$ cat src/rtl/i2cm_pkg.sv
package i2cm_pkg;

    localparam int BYTE_W = 8;
    localparam int BIT_CW = $clog2(BYTE_W);
    localparam int NCMD   = 5;

    // command vector positions
    localparam int C_START  = 0;
    localparam int C_RSTART = 1;
    localparam int C_STOP   = 2;
    localparam int C_RCV    = 3;
    localparam int C_ACK    = 4;

    typedef enum logic [4:0] {
        PH_IDLE, PH_HOLD,
        PH_S1, PH_S2, PH_S3,
        PH_R1, PH_R2, PH_R3, PH_R4,
        PH_P1, PH_P2, PH_P3,
        PH_TL, PH_TH, PH_AL, PH_AH,
        PH_RL, PH_RH,
        PH_KL, PH_KH
    } phase_e;

    typedef struct packed {
        logic scl_low;
        logic sda_low;
    } lines_t;

    // line drive for every phase: 1 means pull low
    function automatic lines_t lines_of(phase_e ph, logic tx_bit, logic ack_low);
        lines_t l;
        unique case (ph)
            PH_IDLE, PH_S1, PH_R2, PH_P3, PH_AH, PH_RH: l = '{1'b0, 1'b0};
            PH_HOLD, PH_R1, PH_AL, PH_RL:               l = '{1'b1, 1'b0};
            PH_S2, PH_R3, PH_P2:                        l = '{1'b0, 1'b1};
            PH_S3, PH_R4, PH_P1:                        l = '{1'b1, 1'b1};
            PH_TL:                                      l = '{1'b1, ~tx_bit};
            PH_TH:                                      l = '{1'b0, ~tx_bit};
            PH_KL:                                      l = '{1'b1, ack_low};
            PH_KH:                                      l = '{1'b0, ack_low};
            default:                                    l = '{1'b0, 1'b0};
        endcase
        return l;
    endfunction

    function automatic logic [NCMD-1:0] owner_of(phase_e ph);
        logic [NCMD-1:0] v;
        v = '0;
        unique case (ph)
            PH_S1, PH_S2, PH_S3:        v[C_START]  = 1'b1;
            PH_R1, PH_R2, PH_R3, PH_R4: v[C_RSTART] = 1'b1;
            PH_P1, PH_P2, PH_P3:        v[C_STOP]   = 1'b1;
            PH_RL, PH_RH:               v[C_RCV]    = 1'b1;
            PH_KL, PH_KH:               v[C_ACK]    = 1'b1;
            default:                    v = '0;
        endcase
        return v;
    endfunction

    // phases after which SDA may move while SCL is high
    function automatic logic sda_edge_ok(phase_e ph);
        return (ph == PH_S1) || (ph == PH_R2) || (ph == PH_P2);
    endfunction

endpackage

$ cat src/rtl/i2cm_baud.sv
module i2cm_baud #(
    parameter int RELOAD_W = 8
) (
    input  logic                clk,
    input  logic                rst,
    input  logic                run,
    input  logic [RELOAD_W-1:0] reload,
    output logic                tick
);
    logic [RELOAD_W-1:0] cnt;

    assign tick = run && (cnt == '0);

    always_ff @(posedge clk) begin
        if (rst)                cnt <= '0;
        else if (!run || tick)  cnt <= reload;
        else                    cnt <= cnt - 1'b1;
    end

    AST_BAUD_GAP: assert property (@(posedge clk) disable iff (rst)
        (tick && reload != '0) |=> !tick);

endmodule

$ cat src/rtl/i2cm_seq.sv
module i2cm_seq
    import i2cm_pkg::*;
(
    input  logic              clk,
    input  logic              rst,
    input  logic              tick,
    input  logic [NCMD-1:0]   cmd,
    input  logic              wr_en,
    input  logic [BYTE_W-1:0] wr_data,
    input  logic              ack_val,
    input  logic              sda_in,
    output logic              busy,
    output lines_t            lines,
    output logic [NCMD-1:0]   active,
    output logic              ack_stat,
    output logic              done,
    output logic              rx_done,
    output logic [BYTE_W-1:0] rx_byte
);
    localparam logic [BIT_CW-1:0] LAST_BIT = BIT_CW'(BYTE_W - 1);

    phase_e            ph;
    logic [BIT_CW-1:0] bitn;
    logic [BYTE_W-1:0] tx_sh;
    logic [BYTE_W-1:0] rx_sh;
    logic              ack_low;

    assign busy   = !(ph == PH_IDLE || ph == PH_HOLD);
    assign lines  = lines_of(ph, tx_sh[BYTE_W-1], ack_low);
    assign active = owner_of(ph);

    always_ff @(posedge clk) begin
        if (rst) begin
            ph       <= PH_IDLE;
            bitn     <= '0;
            tx_sh    <= '0;
            rx_sh    <= '0;
            ack_low  <= 1'b0;
            ack_stat <= 1'b0;
            done     <= 1'b0;
            rx_done  <= 1'b0;
            rx_byte  <= '0;
        end else begin
            done    <= 1'b0;
            rx_done <= 1'b0;
            if (!busy) begin
                if (cmd[C_START])       ph <= PH_S1;
                else if (cmd[C_RSTART]) ph <= PH_R1;
                else if (cmd[C_STOP])   ph <= PH_P1;
                else if (cmd[C_RCV]) begin
                    ph   <= PH_RL;
                    bitn <= '0;
                end else if (cmd[C_ACK]) begin
                    ph      <= PH_KL;
                    ack_low <= ~ack_val;
                end else if (wr_en) begin
                    ph    <= PH_TL;
                    bitn  <= '0;
                    tx_sh <= wr_data;
                end
            end else if (tick) begin
                unique case (ph)
                    PH_S1: ph <= PH_S2;
                    PH_S2: ph <= PH_S3;
                    PH_R1: ph <= PH_R2;
                    PH_R2: ph <= PH_R3;
                    PH_R3: ph <= PH_R4;
                    PH_P1: ph <= PH_P2;
                    PH_P2: ph <= PH_P3;
                    PH_TL: ph <= PH_TH;
                    PH_AL: ph <= PH_AH;
                    PH_RL: ph <= PH_RH;
                    PH_KL: ph <= PH_KH;
                    PH_S3, PH_R4, PH_KH: begin
                        ph   <= PH_HOLD;
                        done <= 1'b1;
                    end
                    PH_P3: begin
                        ph   <= PH_IDLE;
                        done <= 1'b1;
                    end
                    PH_TH: begin
                        if (bitn == LAST_BIT) ph <= PH_AL;
                        else begin
                            ph    <= PH_TL;
                            bitn  <= bitn + 1'b1;
                            tx_sh <= {tx_sh[BYTE_W-2:0], 1'b0};
                        end
                    end
                    PH_AH: begin
                        ack_stat <= sda_in;
                        ph       <= PH_HOLD;
                        done     <= 1'b1;
                    end
                    PH_RH: begin
                        rx_sh <= {rx_sh[BYTE_W-2:0], sda_in};
                        if (bitn == LAST_BIT) begin
                            rx_byte <= {rx_sh[BYTE_W-2:0], sda_in};
                            rx_done <= 1'b1;
                            done    <= 1'b1;
                            ph      <= PH_HOLD;
                        end else begin
                            bitn <= bitn + 1'b1;
                            ph   <= PH_RL;
                        end
                    end
                    default: ph <= PH_IDLE;
                endcase
            end
        end
    end

    AST_SDA_QUIET_HIGH: assert property (@(posedge clk) disable iff (rst)
        (!lines.scl_low && !$past(lines.scl_low) && (lines.sda_low != $past(lines.sda_low)))
        |-> sda_edge_ok($past(ph)));

    AST_TX_KEEP: assert property (@(posedge clk) disable iff (rst)
        (wr_en && busy && !tick) |=> $stable(tx_sh));

    AST_SELF_CLEAR: assert property (@(posedge clk) disable iff (rst)
        done |-> (active == '0) && !busy);

endmodule

$ cat src/rtl/i2c_master_core.sv
module i2c_master_core
    import i2cm_pkg::*;
#(
    parameter int RELOAD_W = 8
) (
    input  logic                clk,
    input  logic                rst,
    input  logic                cmd_start,
    input  logic                cmd_rstart,
    input  logic                cmd_stop,
    input  logic                cmd_rcv,
    input  logic                cmd_ack,
    input  logic                ack_val,
    input  logic                wr_en,
    input  logic [7:0]          wr_data,
    input  logic                rd_en,
    input  logic                clr_irq,
    input  logic                clr_wcol,
    input  logic [RELOAD_W-1:0] reload,
    input  logic                sda_in,
    output logic                scl_oe,
    output logic                sda_oe,
    output logic [7:0]          rx_data,
    output logic                buf_full,
    output logic                irq,
    output logic                wcol,
    output logic                ack_stat,
    output logic [4:0]          cmd_active,
    output logic                busy
);
    logic [NCMD-1:0] cmd;
    logic            tick;
    logic            done;
    logic            rx_done;
    lines_t          lines;

    assign cmd = {cmd_ack, cmd_rcv, cmd_stop, cmd_rstart, cmd_start};

    i2cm_baud #(.RELOAD_W(RELOAD_W)) u_baud (
        .clk    (clk),
        .rst    (rst),
        .run    (busy),
        .reload (reload),
        .tick   (tick)
    );

    i2cm_seq u_seq (
        .clk      (clk),
        .rst      (rst),
        .tick     (tick),
        .cmd      (cmd),
        .wr_en    (wr_en),
        .wr_data  (wr_data),
        .ack_val  (ack_val),
        .sda_in   (sda_in),
        .busy     (busy),
        .lines    (lines),
        .active   (cmd_active),
        .ack_stat (ack_stat),
        .done     (done),
        .rx_done  (rx_done),
        .rx_byte  (rx_data)
    );

    assign scl_oe = lines.scl_low;
    assign sda_oe = lines.sda_low;

    always_ff @(posedge clk) begin
        if (rst) begin
            irq      <= 1'b0;
            wcol     <= 1'b0;
            buf_full <= 1'b0;
        end else begin
            if (done)         irq <= 1'b1;
            else if (clr_irq) irq <= 1'b0;

            if (wr_en && (busy || (|cmd))) wcol <= 1'b1;
            else if (clr_wcol)             wcol <= 1'b0;

            if (rx_done)    buf_full <= 1'b1;
            else if (rd_en) buf_full <= 1'b0;
        end
    end

    AST_RCV_GATED: assert property (@(posedge clk) disable iff (rst)
        (cmd_rcv && busy && !cmd_active[C_RCV]) |=> !cmd_active[C_RCV]);

    AST_WCOL_SET: assert property (@(posedge clk) disable iff (rst)
        (wr_en && busy) |=> wcol);

    AST_WCOL_HOLD: assert property (@(posedge clk) disable iff (rst)
        (wcol && !clr_wcol) |=> wcol);

    AST_IRQ_HOLD: assert property (@(posedge clk) disable iff (rst)
        (irq && !clr_irq) |=> irq);

    AST_ONE_OWNER: assert property (@(posedge clk) disable iff (rst)
        $onehot0(cmd_active) && (!(|cmd_active) || busy));

endmodule

$ cat config.mk
export PLATFORM = sky130hd
export DESIGN_NAME = i2c_master_core
export DESIGN_NICKNAME = d
export VERILOG_FILES = /design/src/rtl/i2cm_pkg.sv /design/src/rtl/i2cm_baud.sv /design/src/rtl/i2cm_seq.sv /design/src/rtl/i2c_master_core.sv
export SDC_FILE = /design/constraint.sdc
export NUM_CORES = 1
export LEC_CHECK = 0
export BUFFER_PORTS_ARGS = -buffer_cell sky130_fd_sc_hd__buf_4
export CAP_MARGIN = 20
export CORE_MARGIN = 5
export CORE_UTILIZATION = 50
export CTS_BUF_LIST = sky130_fd_sc_hd__clkbuf_8 sky130_fd_sc_hd__clkbuf_16
export DETAILED_ROUTE_END_ITERATION = 10
export GPL_TIMING_DRIVEN = 0
export MAX_ROUTING_LAYER = met4
export PLACE_DENSITY = 0.81
export SLEW_MARGIN = 25
export SYNTH_ARGS = -nofsm -noshare
export SYNTH_HDL_FRONTEND = slang
export SYNTH_HIERARCHICAL = 1
export SYNTH_SLANG_ARGS = --single-unit
$ cat constraint.sdc
create_clock -name clk -period 2.6 [get_ports clk]
set_clock_uncertainty 0.2 [all_clocks]
set_input_delay 0 -clock clk [delete_from_list [all_inputs] [get_ports clk]]
set_output_delay 0 -clock clk [all_outputs]
set_load 0.01 [all_outputs]
==> metrics.yaml <==
timing:
  setup_viol: 0
  relSlewSlack_pct: 58.3
  min_period_ns: 2.52
  final.setup.tns_ns: 0
  timing.final.crit_share_pct: 97.0
  final_hold_viol_count: 0
  whs_ns: 0.0627
  fmax_mhz: 397
  rsz0062_at_grt: "true"
  drv_slew: 0
  tightest_slew_ns: 0.616
global_routing:
  grt_pass1_vias: 2471
  grt-ovfl-total: 0
  grt_use_total_pct: 22.1
  grt_pass1_wl_microns: 11400
  grt_max_degree: 17
  antenna_found_initial: 0
cts:
  cts_buffers: 5
  clk-insertion-delay-late_ns: 0.31
  clock_path_buffers: 2
  cts_sinks: 46
  cts_tree: "yes"
  htree_levels: 2
  clk_pin_slew_worst_paths_ns: 0.09
  cts-root-buf: "clkbuf_8"
critical_path:
  arrival_ns: 2.50
  cp.buffers_inverters: 6
  crit_fanout: 10
  critPathKind: "reg2reg"
  path_depth: 12
  rr_worst_depth: 12
  critical_path.max_stage_delay_ns: 0.45
  cp_data_required_time_ns: 2.58
  cpLargestDelayFamily: "buffers and inverters"
  setup.worst_path.end_class: "flip-flop"
  slowest_stage: "or4_4"
  crit_chain: "buf_4 > nor4_2 > buf_4 > inv_4 > inv_2 > nor2_4 > o41ai_4 > or4_4 > buf_6 > buf_6 > a221oi_2 > a311oi_2"
  start_kind: "flip-flop"
layout:
  layout_commonest_cell: "buf_4"
  instances_no_fill: 470
  final_area_sq_um: 3570
  area_delta_synth_final_pct: 35.6
  final_cell_mix: "57 x buf_4, 42 x dfxtp_1, 38 x nor2_1"
  drive_gt1_share_pct: 26.5
  layout.nets: 432
  fill_cells: 391
  diodes: 0
placed_design:
  gp_congestion: 0.891
  dp_cells: 427
  io_buffers: 48
  dpl_cell_area_sq_um: 3080
  hpwl_microns: 4600
power:
  peakVddDrop_mv: 0.782
  p_leak_nw: 1.42
  p_per_area_nw_per_um2: 907
  power_mw: 3.24
synthesis:
  synth_top_area_cell: "dfxtp_1"
  synth_ff_type: "dfxtp_1"
  synth_enable_flop_cells: 0
  ys_ff_latch: 46
  yosysWarnings: 6
  avgSynthCellArea_sq_um: 8.52
  synth_nets: 342
  ys_seq_area_share_pct: 35.0
  syn-cell-area_sq_um: 2630
  synthArstFlopShare_pct: 0
  synth_top_area_share_pct: 35.0
  synth_cells: 309
  ys_top_cells_by_area: "dfxtp_1 35%, nor2_1 5.6%, a21oi_1 4.6%"
  ys_types: 65
floorplanning:
  fp.dieH_microns: 82.6
  initial_core_util_pct: 51.5
  chipWidth_microns: 82.6
  coreArea_sq_um: 5110
  die-area_sq_um: 6820
  io_pins: 49
  fp-row-count: 26
detailed_routing:
  ant_nets: 0
  drt_iter0_markers: 275
  via_per_inst: 5.63
  drc: 0
  routed_wl_microns: 7120
  via_count: 2648
  first_pass_iters: 5
  wl_per_cell_microns: 15.2
min_path:
  min_path_cells: 5
  holdCritPathClass: "in2reg"
outcome:
  status: "finished clean"
flow_run:
  maxCapViolCount: 0
-- sequential cells by signal, summed over array words and instances (netlist names) --
name and flops:
u_seq/rx_done 1, u_baud/cnt 8, u_seq/done 1, u_seq/ack_low 1, u_seq/tx_sh 8, u_seq/bitn 3
irq 1, u_seq/ph 5, u_seq/rx_byte 8, buf_full 1, u_seq/rx_sh 7, wcol 1
u_seq/ack_stat 1
-- worst min-delay path, stage by stage --
cell,delay (ns)
buf_4,0.12
or2_2,0.14
nor2_1,0.04
o21ai_0,0.13
a311oi_1,0.10
-- synthesized netlist by cell type (all sizes together) (3+ instances only) --
| cell | n |
|---|---|
| nand3 | 14 |
| a21oi | 24 |
| o21ai | 7 |
| and2 | 3 |
| nand2 | 20 |
| nor2 | 40 |
| xnor2 | 5 |
| and3 | 3 |
| inv | 20 |
| clkbuf | 9 |
| nor3 | 5 |
| a311oi | 10 |
| a221oi | 8 |
| nand4 | 4 |
| xor2 | 4 |
| nor4 | 3 |
| buf | 16 |
| dfxtp | 46 |
| ha | 4 |
| nand2b | 5 |
| mux2i | 11 |
| a211oi | 10 |
-- final cells by class --
type	instances	area (sq um)	share of cell area, %
multi-input combinational	218	1550	43.5
sequential	46	926	25.9
timing repair buffer	83	696	19.5
buffer	25	135	3.79
tap	70	87.6	2.45
inverter	20	77.6	2.17
clock buffer	5	68.8	1.93
clock inverter	3	25.0	0.701
-- worst paths after layout --
kind | to | startpoint | slack (ns)
setup reg to reg | u_seq/tx_sh[7]$_SDFFE_PP0P_ | u_seq/ph[4]$_SDFFE_PP0P_ | 0.08
hold / removal | u_seq/ph[2]$_SDFFE_PP0P_ | cmd_ack | 0.06
setup / recovery | u_seq/tx_sh[7]$_SDFFE_PP0P_ | u_seq/ph[4]$_SDFFE_PP0P_ | 0.08
hold reg to reg | u_seq/rx_byte[6]$_SDFFE_PP0P_ | u_seq/rx_byte[6]$_SDFFE_PP0P_ | 0.26
-- layer usage --
layer / share of wire, % / routed length, microns / GRT usage [%]
met1: 44 / 3100 / 26.8
met2: 49 / 3520 / 37.0
met3: 5.3 / 377 / 3.69
met4: 1.6 / 117 / 7.52
met5: 0 / 0 / -
-- power by group --
part           switching [mW]  internal, mW  total, mW
Clock                   0.265         0.194      0.459
Sequential              0.107         0.805      0.913
Combinational            1.05         0.815       1.87
Total                    1.42          1.81       3.24
-- logic make-up (layout without fill, tap and decap cells) --
| logic type | after synthesis | count (layout) | synth area share [%] |
|---|---|---|---|
| AND/OR/NAND/NOR | 111 | 111 | 22.8 |
| AO/OA/AOI/OAI | 83 | 83 | 25.7 |
| flip-flops | 46 | 46 | 35.0 |
| buffers and inverters | 45 | 136 | 7.46 |
| multiplexers | 11 | 11 | 4.18 |
| XOR/XNOR | 9 | 9 | 2.99 |
| adder cells (fa/ha/maj) | 4 | 4 | 1.90 |
-- timing repair --
| action | CTS | global route |
|---|---|---|
| hold buffers | 29 | 0 |
| endpoints found under the hold margin | 28 | 0 |
| setup endpoints to repair | 8 | 24 |
| setup buffers | 1 | 5 |
| pin swaps | 1 | 3 |
| resized for setup | 6 | 13 |
-- stage by stage --
step	utilization [%]	worst slack, ns
floorplan	-	0.0401
global placement	60.3	-0.338
detailed placement	60.3	-0.334
CTS	68.3	0.00624
global route	69.9	-0.0396
finish	69.9	0.0788
No activity file was read; power rests on OpenSTA's default activity.
